$ cat config.mk
export PLATFORM = sky130hd
export DESIGN_NAME = sem_bank
export DESIGN_NICKNAME = d
export VERILOG_FILES = /design/src/rtl/sem_pkg.sv /design/src/rtl/sem_port_dec.sv /design/src/rtl/sem_cell.sv /design/src/rtl/sem_read_reg.sv /design/src/rtl/sem_bank.sv
export SDC_FILE = /design/constraint.sdc
export NUM_CORES = 1
export LEC_CHECK = 0
export BUFFER_PORTS_ARGS = -buffer_cell sky130_fd_sc_hd__buf_2
export CAP_MARGIN = 5
export CORE_MARGIN = 2
export CORE_UTILIZATION = 49
export CTS_CLUSTER_SIZE = 14
export DETAILED_ROUTE_END_ITERATION = 6
export PLACE_DENSITY = 0.79
export SLEW_MARGIN = 10
export SYNTH_ARGS = -nofsm -noshare
export SYNTH_HDL_FRONTEND = slang
export SYNTH_HIERARCHICAL = 1
export SYNTH_SLANG_ARGS = --single-unit
$ cat constraint.sdc
create_clock -name clk -period 1.55 [get_ports clk]
set_input_delay 0.31 -clock clk [delete_from_list [all_inputs] [get_ports clk]]
set_output_delay 0.31 -clock clk [all_outputs]
set_load 0.005 [all_outputs]
$ cat src/rtl/sem_pkg.sv
package sem_pkg;

   typedef enum logic [1:0] {
      OWN_NONE  = 2'd0,
      OWN_LEFT  = 2'd1,
      OWN_RIGHT = 2'd2
   } sem_owner_t;

   localparam int SEM_COUNT_DEF = 8;
   localparam int SEM_ADDR_W_DEF = 13;
   localparam int SEM_DATA_W_DEF = 8;

endpackage

$ cat src/rtl/sem_port_dec.sv
module sem_port_dec #(
   parameter int NUM_SEM = 8,
   parameter int SEM_AW  = 3,
   parameter int ADDR_W  = 13,
   parameter int DATA_W  = 8
) (
   input  logic               clk,
   input  logic               rst_n,
   input  logic               sel,
   input  logic               mem_en,
   input  logic               we,
   input  logic [ADDR_W-1:0]  addr,
   input  logic [DATA_W-1:0]  wdata,
   output logic [NUM_SEM-1:0] wr_stb,
   output logic               wr_bit,
   output logic               rd_en,
   output logic [SEM_AW-1:0]  rd_idx
);

   logic              access;
   logic [SEM_AW-1:0] idx;
   logic              unused_hi_bits;

   assign access = sel & ~mem_en;
   assign idx    = addr[SEM_AW-1:0];
   assign rd_en  = access & ~we;
   assign rd_idx = idx;
   assign wr_bit = wdata[0];

   // Upper address and data bits take no part in a semaphore access.
   assign unused_hi_bits = ^{addr[ADDR_W-1:SEM_AW], wdata[DATA_W-1:1]};

   for (genvar g = 0; g < NUM_SEM; g++) begin : g_stb
      assign wr_stb[g] = access & we & (idx == SEM_AW'(g));
   end


   stb_onehot_chk: assert property (@(posedge clk) disable iff (!rst_n)
      $onehot0(wr_stb));


   stb_gate_chk: assert property (@(posedge clk) disable iff (!rst_n)
      (mem_en || !sel) |-> (wr_stb == '0 && !rd_en));

endmodule

$ cat src/rtl/sem_cell.sv
module sem_cell
   import sem_pkg::*;
(
   input  logic clk,
   input  logic rst_n,
   input  logic l_wr,
   input  logic l_bit,
   input  logic r_wr,
   input  logic r_bit,
   output logic l_val,
   output logic r_val
);

   sem_owner_t owner_q, owner_d;
   logic       lreq_q, rreq_q;
   logic       lreq_d, rreq_d;

   always_comb begin
      lreq_d = l_wr ? ~l_bit : lreq_q;
      rreq_d = r_wr ? ~r_bit : rreq_q;
      owner_d = OWN_NONE;
      unique case (owner_q)
         OWN_RIGHT: begin
            if (rreq_d)      owner_d = OWN_RIGHT;
            else if (lreq_d) owner_d = OWN_LEFT;
         end
         default: begin
            // Free or held by the left side: the left claim has priority.
            if (lreq_d)      owner_d = OWN_LEFT;
            else if (rreq_d) owner_d = OWN_RIGHT;
         end
      endcase
   end

   always_ff @(posedge clk or negedge rst_n) begin
      if (!rst_n) begin
         owner_q <= OWN_NONE;
         lreq_q  <= 1'b0;
         rreq_q  <= 1'b0;
      end else begin
         owner_q <= owner_d;
         lreq_q  <= lreq_d;
         rreq_q  <= rreq_d;
      end
   end

   assign l_val = (owner_q != OWN_LEFT);
   assign r_val = (owner_q != OWN_RIGHT);


   grant_free_chk: assert property (@(posedge clk) disable iff (!rst_n)
      (owner_q == OWN_NONE && l_wr && !l_bit) |=> (!l_val && r_val));


   keep_owner_chk: assert property (@(posedge clk) disable iff (!rst_n)
      (owner_q == OWN_LEFT && r_wr && !r_bit && !(l_wr && l_bit)) |=> (!l_val && r_val));


   handoff_chk: assert property (@(posedge clk) disable iff (!rst_n)
      (owner_q == OWN_LEFT && rreq_q && l_wr && l_bit && !r_wr) |=> (owner_q == OWN_RIGHT));


   free_idle_chk: assert property (@(posedge clk) disable iff (!rst_n)
      (owner_q == OWN_NONE) |-> (!lreq_q && !rreq_q));


   tie_left_chk: assert property (@(posedge clk) disable iff (!rst_n)
      (owner_q == OWN_NONE && l_wr && !l_bit && r_wr && !r_bit) |=> (owner_q == OWN_LEFT && rreq_q));

endmodule

$ cat src/rtl/sem_read_reg.sv
module sem_read_reg #(
   parameter int NUM_SEM = 8,
   parameter int SEM_AW  = 3,
   parameter int DATA_W  = 8
) (
   input  logic               clk,
   input  logic               rst_n,
   input  logic               rd_en,
   input  logic [SEM_AW-1:0]  rd_idx,
   input  logic [NUM_SEM-1:0] vals,
   output logic [DATA_W-1:0]  rdata
);

   logic sel_val;

   assign sel_val = vals[rd_idx];

   always_ff @(posedge clk or negedge rst_n) begin
      if (!rst_n)     rdata <= '1;
      else if (rd_en) rdata <= {DATA_W{sel_val}};
   end


   read_hold_chk: assert property (@(posedge clk) disable iff (!rst_n)
      !rd_en |=> $stable(rdata));


   read_capture_chk: assert property (@(posedge clk) disable iff (!rst_n)
      rd_en |=> (rdata == {DATA_W{$past(vals[rd_idx])}}));


   read_replicate_chk: assert property (@(posedge clk) disable iff (!rst_n)
      (rdata == '0) || (rdata == '1));

endmodule

$ cat src/rtl/sem_bank.sv
module sem_bank #(
   parameter int NUM_SEM = sem_pkg::SEM_COUNT_DEF,
   parameter int ADDR_W  = sem_pkg::SEM_ADDR_W_DEF,
   parameter int DATA_W  = sem_pkg::SEM_DATA_W_DEF
) (
   input  logic              clk,
   input  logic              rst_n,
   input  logic              left_sel,
   input  logic              left_mem_en,
   input  logic              left_we,
   input  logic [ADDR_W-1:0] left_addr,
   input  logic [DATA_W-1:0] left_wdata,
   output logic [DATA_W-1:0] left_rdata,
   input  logic              right_sel,
   input  logic              right_mem_en,
   input  logic              right_we,
   input  logic [ADDR_W-1:0] right_addr,
   input  logic [DATA_W-1:0] right_wdata,
   output logic [DATA_W-1:0] right_rdata
);

   localparam int SEM_AW = $clog2(NUM_SEM);

   if (NUM_SEM < 2 || NUM_SEM != (1 << SEM_AW)) begin : g_bad_count
      $error("sem_bank: NUM_SEM must be a power of two of at least 2");
   end
   if (ADDR_W <= SEM_AW) begin : g_bad_addr
      $error("sem_bank: ADDR_W must exceed the semaphore index width");
   end
   if (DATA_W < 2) begin : g_bad_data
      $error("sem_bank: DATA_W must be at least 2");
   end

   logic [NUM_SEM-1:0] l_stb, r_stb;
   logic               l_bit, r_bit;
   logic               l_rd, r_rd;
   logic [SEM_AW-1:0]  l_idx, r_idx;
   logic [NUM_SEM-1:0] l_vals, r_vals;

   sem_port_dec #(.NUM_SEM(NUM_SEM), .SEM_AW(SEM_AW), .ADDR_W(ADDR_W), .DATA_W(DATA_W)) u_ldec (
      .clk(clk), .rst_n(rst_n),
      .sel(left_sel), .mem_en(left_mem_en), .we(left_we),
      .addr(left_addr), .wdata(left_wdata),
      .wr_stb(l_stb), .wr_bit(l_bit), .rd_en(l_rd), .rd_idx(l_idx)
   );

   sem_port_dec #(.NUM_SEM(NUM_SEM), .SEM_AW(SEM_AW), .ADDR_W(ADDR_W), .DATA_W(DATA_W)) u_rdec (
      .clk(clk), .rst_n(rst_n),
      .sel(right_sel), .mem_en(right_mem_en), .we(right_we),
      .addr(right_addr), .wdata(right_wdata),
      .wr_stb(r_stb), .wr_bit(r_bit), .rd_en(r_rd), .rd_idx(r_idx)
   );

   for (genvar s = 0; s < NUM_SEM; s++) begin : g_cell
      sem_cell u_cell (
         .clk(clk), .rst_n(rst_n),
         .l_wr(l_stb[s]), .l_bit(l_bit),
         .r_wr(r_stb[s]), .r_bit(r_bit),
         .l_val(l_vals[s]), .r_val(r_vals[s])
      );
   end

   sem_read_reg #(.NUM_SEM(NUM_SEM), .SEM_AW(SEM_AW), .DATA_W(DATA_W)) u_lrd (
      .clk(clk), .rst_n(rst_n), .rd_en(l_rd), .rd_idx(l_idx),
      .vals(l_vals), .rdata(left_rdata)
   );

   sem_read_reg #(.NUM_SEM(NUM_SEM), .SEM_AW(SEM_AW), .DATA_W(DATA_W)) u_rrd (
      .clk(clk), .rst_n(rst_n), .rd_en(r_rd), .rd_idx(r_idx),
      .vals(r_vals), .rdata(right_rdata)
   );


   no_dual_owner_chk: assert property (@(posedge clk) disable iff (!rst_n)
      (l_vals | r_vals) == '1);

endmodule

# Word level (Yosys, flattened, before mapping)
# Cells that the tools add are included.
word_totals:
  reg_bits: 34
  in_bits: 50
  output_inout_bits: 16
  elab_cells: 156
classes:
  n_lt_le_gt_ge: 2
  eq_ne: 38
  muxes: 60
  n_bitwise: 28
  reduce_logical: 2
op_table:
  columns: ["operator", "count"]
  rows:
  - ["$mux W2", 32]
  - ["$mux W1", 26]
  - ["$eq A3 B3 Y1 const B", 8]
  - ["$and A1 B1 Y1", 22]
  - ["$eq A2 B2 Y1 const B", 8]
  - ["$ne A2 B1 Y1 const B", 8]
  - ["$ne A2 B2 Y1 const B", 8]
  - ["$eq A3 B2 Y1 const B", 4]
  - ["$lt A3 B4 Y1 const B", 2]
  - ["$bmux W1 S3", 2]
  - ["$eq A3 B1 Y1 const B", 2]
  - ["$logic_not A3 Y1", 2]
  - ["$not A1 Y1", 6]

# Longest topological paths before layout
# Gate-level depths: netlist (run 1).
logic_depth:
  ltp_word: 8
  mapped_depth: 5
  ltp_nobuf: 5

# Hierarchy
# The synthesis (run 1) kept the hierarchy.
modules_own_cells:
  columns: ["mod", "n_inst", "cells_each", "area_each_um2", "seq_area_each_um2"]
  rows:
  - ["sem_cell", 8, 13, 161.4, 100.1]
  - ["sem_read_reg", 2, 16, 160.2, 26.3]
  - ["sem_port_dec", 2, 19, 116.4, 0.0]

# Worst setup path before layout (run 1)
# Ideal clock, no wire load.
synth_timing:
  kind: "in2reg"
  startpoint: "input port right_mem_en"
  endpoint: "register g_cell[4].u_cell.owner_q[1]"
  setup_ns: 0.078
  arrival_ns: 1.346
  t_required_ns: 1.472
  path_slack_ns: 0.127
  stages: 4
  n_path_buf: 0
  path_cell_list: "or3b_1 nor3_2 mux2i_2 a21boi_1"
synth_via:
  elab_chain_cells: 8
  word_cells_on_any_way: 9
  classes_between: "mux: 5; bitwise: 4"
synth_lines:
  columns: ["item", "line_no", "text"]
  rows:
  - ["start: declaration", "sem_bank.sv:15", "input logic right_mem_en,"]
  - ["$not A1 Y1 *", "sem_port_dec.sv:24", "assign access = sel & ~mem_en;"]
  - ["$and A1 B1 Y1 *", "sem_port_dec.sv:24", null]
  - ["$and A1 B1 Y1 * (2 in series)", "sem_port_dec.sv:34", "assign wr_stb[g] = access & we & (idx == SEM_AW'(g));"]
  - ["named net r_stb[4]", "sem_bank.sv:34", "logic [NUM_SEM-1:0] l_stb, r_stb;"]
  - ["$mux W1 *", "sem_cell.sv:20", "rreq_d = r_wr ? ~r_bit : rreq_q;"]
  - ["named net g_cell[4].u_cell.rreq_d", "sem_cell.sv:16", "logic lreq_d, rreq_d;"]
  - ["$mux W2", "sem_cell.sv:30", "else if (rreq_d) owner_d = OWN_RIGHT;"]
  - ["$mux W2", "sem_cell.sv:29", "if (lreq_d) owner_d = OWN_LEFT;"]
  - ["$mux W2 *", "sem_cell.sv:22", "unique case (owner_q)"]
  - ["named net g_cell[4].u_cell.owner_d[1]", "sem_cell.sv:14", "sem_owner_t owner_q, owner_d;"]
  - ["end signal: assignment", "sem_cell.sv:41", "owner_q <= owner_d;"]
  - ["end: declaration", "sem_cell.sv:14", null]
# The timed path passes the listed nets; every way through them passes the cells marked *.
# A chain may end at the register's enable or synchronous reset.

# Worst setup path in the final report (run 1)
layout_timing:
  startpoint: "register g_cell[0].u_cell.owner_q[1]"
  endpoint: "register, netlist name u_rrd/rdata[0]"
layout_via:
  elab_chain_cells: 3
layout_lines:
  columns: ["item", "line_no", "text"]
  rows:
  - ["start: declaration", "sem_cell.sv:14", null]
  - ["start signal: assignment", "sem_cell.sv:41", null]
  - ["$ne A2 B2 Y1", "sem_cell.sv:48", "assign r_val = (owner_q != OWN_RIGHT);"]
  - ["named net r_vals[0]", "sem_bank.sv:38", "logic [NUM_SEM-1:0] l_vals, r_vals;"]
  - ["$bmux W1 S3", "sem_read_reg.sv:16", "assign sel_val = vals[rd_idx];"]
  - ["$mux W1 (implied by the code)", "sem_read_reg.sv:16", null]
# The timed path passes the listed nets, and every way through them passes these cells. The select of a mux whose other input is x is not followed.

==> flow_metrics.env, run 1 <==
export IMPL_outcome="completed"
export IMPL_numClockSinks=34
export IMPL_place_gp_congestion=0.7582
export IMPL_utilization=0.5665
export IMPL_vias=1199
export IMPL_drt_iter0_drc=56
export IMPL_rr_endpoint="u_rrd/rdata[0]"
export IMPL_period_share=0.8697
export IMPL_required_ns=1.76
export IMPL_regArea_um2=853.3
export IMPL_grt_pass1_wl_mm=5.085
export IMPL_crit_buf_inv=1
export IMPL_worstSetupStartpointType="register"
export IMPL_die_w_um=65.35
export IMPL_wl_per_cell_um=11.69
export IMPL_comb_power_share=0.321
export IMPL_cts_inserted_buffers=5
export IMPL_clk_pin_slew_ns=0.06
export IMPL_path_max_fanout=2
export IMPL_postCtsSetupRepairBufs=0
export IMPL_clockRootBuffer="clkbuf_8"
export IMPL_timing_rr_start="g_cell[0].u_cell/owner_q[1]"
export IMPL_crit_family="multiplexers"
export IMPL_arrival_ns=1.56
export IMPL_tightest_slew_ns=0.4202
export IMPL_worstPathCellList="nor2b_1 -> inv_1 -> mux2i_1 -> mux4_2 -> mux2i_1"
export IMPL_power_internal_mw=1.998
export IMPL_place_hpwl_mm=2.275
export IMPL_clk_latency_ns=0.28
export IMPL_setup_violations=0
export IMPL_ir_drop_uv=685.4
export IMPL_worstSetupPathType="reg -> reg"
export IMPL_multi_input_area_um2=748.2
export IMPL_die_area_um2=4271
export IMPL_hold_ws_ns=0.04626
export IMPL_path_depth=5
export IMPL_min_delay_path_class="in -> async"
export IMPL_fp_row_count=22
export IMPL_syn_area_per_cell_um2=10.60
export IMPL_cts_tree="built"
export IMPL_worst_clock_skew_ns=0.006559
export IMPL_drt_vias_per_instance=4.835
export IMPL_antennaDiodeCount=0
export IMPL_finalHoldViolCount=0
export IMPL_setup_ws_ns=0.2020
export IMPL_antenna_found_initial=0
export IMPL_ys_types=20
export IMPL_core_area_um2=3633
export IMPL_synthesis_nets=224
export IMPL_cts_resized=0
export IMPL_drv_cap=0
export IMPL_ys_ff_latch=34
export IMPL_first_pass_iters=4
export IMPL_reg2reg_slack_ns=0.20
export IMPL_drc=0
export IMPL_fin_crit_ns=1.348
export IMPL_power_leakage_nw=0.9506
export IMPL_layout_common_cells="dfrtp_1 (32), buf_2 (31), nor2_1 (20)"
export IMPL_drv_slew=0
export IMPL_clock_fmax_ghz=0.7418
export IMPL_setup_worst_path_end="u_rrd/rdata[0]"
export IMPL_htreeDepth=2
export IMPL_p_clk_frac=0.228
export IMPL_rsz0062_at_grt="no"
export IMPL_switching_share=0.3019
export IMPL_num_io_pins=66
export IMPL_slew_headroom=0.7198
export IMPL_max_stage_delay_ns=0.47
export IMPL_r2r_cells=5
export IMPL_ys_warn_count=6
export IMPL_fillers=327
export IMPL_crit_path_top_delay_cell="mux4_2"
export IMPL_startpoint="g_cell[0].u_cell/owner_q[1]"
export IMPL_start_util=0.5076
export IMPL_clockBufferDepth=2
export IMPL_grt_use_total=0.1605
export IMPL_endpoint_kind="register"
export IMPL_synth_cells=174
export IMPL_finalNetCount=249
export IMPL_grt_max_degree=35
export IMPL_overflow=0
export IMPL_cts_hold_buffers_added=0
export IMPL_p_sw_mw=0.8641
export IMPL_power_density_nw_per_um2=1391
export IMPL_routed_wl_mm=2.898
export IMPL_cpMostUsedCell="mux2i_1"
export IMPL_area_delta_synth_final_pct=11.60
export IMPL_ant_nets=0
export IMPL_post_place_ws_ns=-0.08885
export IMPL_layout_commonest_cell="dfrtp_1"
export IMPL_die_height_um=65.35
export IMPL_ys_seq_area_frac=0.4627
export IMPL_syn_area_um2=1844
export IMPL_seqPwrFrac=0.451
export IMPL_io_buffers=31
export IMPL_drive_above_1_share=0.3550
export IMPL_grt_pass1_vias=1179
-- stage by stage --
step | std cells | setup TNS [ns] | area [um^2] | total power, mW
floorplan | 174 | 0 | 1844 | 2.093
CTS | 248 | 0 | 2058 | 2.908
finish | 248 | 0 | 2058 | 2.862
detailed placement | 240 | -0.3300 | 1967 | 2.241
global placement | 240 | -0.2571 | 1967 | 2.204
global route | 248 | 0 | 2058 | 3.094
-- worst reg2reg max path, cell delays in order (launching register included) --
cell and delay, ns:
dfrtp_1 0.37, nor2b_1 0.15, inv_1 0.07, mux2i_1 0.07, mux4_2 0.47, mux2i_1 0.14
-- final cells by class --
| type | count | area share |
|---|---|---|
| tap | 48 | 0.02918 |
| clock inverter | 1 | 0.002432 |
| inverter | 18 | 0.03283 |
| multi-input combinational | 98 | 0.3635 |
| clock buffer | 7 | 0.04195 |
| timing repair buffer | 42 | 0.1155 |
| sequential | 34 | 0.4146 |
-- flip-flops by register name, summed over array words and instances (netlist names) --
register,flops
g_cell.u_cell/owner_q,16
u_lrd/rdata,1
g_cell.u_cell/rreq_q,8
u_rrd/rdata,1
g_cell.u_cell/lreq_q,8
-- cell families after synthesis --
family          count (synthesis)  share of synthesized area
mux                            20                     0.1384
flops                          34                     0.4627
compound gates                 24                     0.1031
simple gates                   54                     0.1642
buf+inv                        42                     0.1316
-- cells in the mapped netlist, drive strengths merged --
cell type | number | share of area
dfrtp | 32 | 0.43
nand3 | 2 | 0.0054
nand3b | 4 | 0.016
dfstp | 2 | 0.028
nand2 | 2 | 0.0041
nand2b | 8 | 0.027
or3b | 4 | 0.019
a21oi | 8 | 0.038
nor3 | 4 | 0.016
clkbuf | 2 | 0.0054
nor2 | 20 | 0.041
nor2b | 8 | 0.027
inv | 18 | 0.037
a21boi | 16 | 0.065
mux4 | 2 | 0.024
mux2i | 18 | 0.11
buf | 22 | 0.090
nor3b | 2 | 0.0081
-- layer usage --
layer	global-route usage	share of wire	up-vias
li1	-	-	600
met3	0.04623	0.059	8
met2	0.2589	0.46	35
met1	0.1955	0.46	556
met5	0	0	-
met4	0.08333	0.021	0
-- how the worst min path moves through the flow --
stage                     slack (ns)                          end  cells after the start  start
after global routing            0.07  g_cell[5].u_cell/owner_q[0]                      2  rst_n
final                           0.05      g_cell[1].u_cell/lreq_q                      2  rst_n
after detailed placement        0.36      g_cell[4].u_cell/lreq_q                      2  rst_n
after CTS                       0.05      g_cell[4].u_cell/lreq_q                      2  rst_n
after floorplan                 0.01      g_cell[0].u_cell/lreq_q                      0  rst_n
after global placement          0.36      g_cell[0].u_cell/lreq_q                      2  rst_n
-- power groups by stage --
stage / clock network (mW) / logic [mW] / registers [mW]
global placement: 0 / 0.912 / 1.29
finish: 0.654 / 0.919 / 1.29
floorplan: 0 / 0.800 / 1.29
global route: 0.722 / 1.04 / 1.33
CTS: 0.678 / 0.934 / 1.30
detailed placement: 0 / 0.931 / 1.31
No activity file was read; power rests on OpenSTA's default activity.
==> run 2, diff against run 1 <==
--- a/config.mk
+++ b/config.mk
@@ -5,7 +5,7 @@
 export SDC_FILE = /design/constraint.sdc
 export NUM_CORES = 1
 export LEC_CHECK = 0
-export BUFFER_PORTS_ARGS = -buffer_cell sky130_fd_sc_hd__buf_2
+export BUFFER_PORTS_ARGS = -buffer_cell sky130_fd_sc_hd__buf_4
 export CAP_MARGIN = 5
 export CORE_MARGIN = 2
 export CORE_UTILIZATION = 49
==> run 2 against run 1 <==
  * Die area is the same
  * Register-to-register slack lost 0.02 ns
  * Power grew 3.4%
  * Largest cell class unchanged
  * Highest routed layer unchanged
==> flow_metrics.env, run 2 (synthesis results as in run 1) <==
export IMPL_outcome="completed"
export IMPL_period_share=0.8848
export IMPL_antenna_found_initial=0
export IMPL_tns_ns=0
export IMPL_numPlacedInstances=239
export IMPL_postCtsSetupRepairBufs=0
export IMPL_setup_violations=0
export IMPL_overflow=0
export IMPL_cts_inserted_buffers=5
export IMPL_ir_drop_uv=669.7
export IMPL_routed_wl_mm=3.295
export IMPL_io_buffers=31
export IMPL_layout_common_cells="buf_4 (41), dfrtp_1 (32), nor2_1 (20)"
export IMPL_top_register="g_cell.u_cell/owner_q"
export IMPL_power_leakage_nw=0.9756
export IMPL_numClockSinks=34
export IMPL_worst_clock_skew_ns=0.005625
export IMPL_clock_fmax_ghz=0.7292
export IMPL_cts_tree="built"
export IMPL_stdcell_count=248
export IMPL_worstSetupPathType="reg -> reg"
export IMPL_core_area_um2=3633
export IMPL_top_regs="g_cell.u_cell/owner_q: 16 flops, g_cell.u_cell/lreq_q: 8 flops, g_cell.u_cell/rreq_q: 8 flops"
export IMPL_ant_nets=0
export IMPL_grt_pass1_wl_mm=5.589
export IMPL_drc=0
export IMPL_drt_vias_per_instance=5.020
export IMPL_finalNetCount=249
export IMPL_path_max_fanout=2
export IMPL_clk_pin_slew_ns=0.06
export IMPL_largest_reg_flops=16
export IMPL_clockBufferDepth=2
export IMPL_clockRootBuffer="clkbuf_8"
export IMPL_arrival_ns=1.58
export IMPL_tightest_slew_ns=0.4158
export IMPL_drt_iter0_drc=27
export IMPL_drive_above_1_share=0.3400
export IMPL_die_height_um=65.35
export IMPL_htreeDepth=2
export IMPL_endpoint_kind="register"
export IMPL_layout_commonest_cell="buf_4"
export IMPL_grt_use_total=0.1781
export IMPL_min_delay_path_class="in -> reg"
export IMPL_drv_slew=0
export IMPL_rsz0062_at_grt="no"
export IMPL_fin_crit_ns=1.371
export IMPL_start_util=0.5076
export IMPL_grt_pass1_vias=1297
export IMPL_antennaDiodeCount=0
export IMPL_vias=1245
export IMPL_power_density_nw_per_um2=1391
export IMPL_first_pass_iters=4
export IMPL_cts_resized=0
export IMPL_fp_row_count=22
export IMPL_cts_hold_buffers_added=1
export IMPL_finalHoldViolCount=0
export IMPL_place_gp_congestion=0.8204
export IMPL_die_area_um2=4271
export IMPL_wl_per_cell_um=13.29
export IMPL_area_delta_synth_final_pct=15.33
export IMPL_place_hpwl_mm=2.554
export IMPL_drv_cap=0
export IMPL_worstSetupStartpointType="register"
export IMPL_required_ns=1.76
export IMPL_die_w_um=65.35
export IMPL_reg2reg_slack_ns=0.18
export IMPL_slew_headroom=0.7228
export IMPL_num_io_pins=66
export IMPL_clk_latency_ns=0.28
export IMPL_grt_max_degree=35
export IMPL_utilization=0.5854
[run 2: cell type report]
type	count	area [um^2]
clock buffers	8	80.08
multi-input cells	98	748.2
flip-flops and latches	34	853.3
well taps	48	60.06
fillers	345	1506
inverters	18	67.56
repair buffers	42	317.8
[run 2: critical path, stage by stage (launching register included)]
cell and delay [ns]:
dfrtp_1 0.37, nor2b_1 0.15, inv_1 0.07, mux2i_1 0.08
mux4_2 0.48, mux2i_1 0.15
[run 2: through the flow]
step	hold slack [ns]	setup slack [ns]	power (mW)	instance area [um^2]
after floorplan	0.01441	0.1266	2.093	1844
after detailed placement	0.2815	-0.08328	2.369	2037
after CTS	0.2740	0.1801	2.994	2127
after global routing	0.2793	0.1145	3.158	2127
final	0.2790	0.1785	2.959	2127
after global placement	0.2684	-0.05634	2.306	2037
[run 2: where the power goes]
| part | internal (mW) | leakage, nW | switching (mW) |
|---|---|---|---|
| clock network | 0.319 | 0.0395 | 0.300 |
| registers | 1.17 | 0.392 | 0.139 |
| logic | 0.571 | 0.544 | 0.461 |
[run 2: final timing paths]
path                                        startpoint                       to  cells past startpoint
setup reg to reg           g_cell[5].u_cell/owner_q[1]           u_rrd/rdata[0]                      5
setup / recovery           g_cell[5].u_cell/owner_q[1]           u_rrd/rdata[0]                      5
hold reg to reg                         u_lrd/rdata[0]           u_lrd/rdata[0]                      2
min in group asynchronous                        rst_n  g_cell[5].u_cell/lreq_q                      2
hold / removal                             left_mem_en           u_lrd/rdata[0]                      3
max in group asynchronous                        rst_n           u_rrd/rdata[0]                      2
[run 2: layer usage]
layer,track usage,vias up,routed length (um)
li1,-,607,-
met1,0.1959,595,1412
met2,0.3189,39,1629
met3,0.04623,4,191
met4,0.08333,0,61
met5,0,-,0
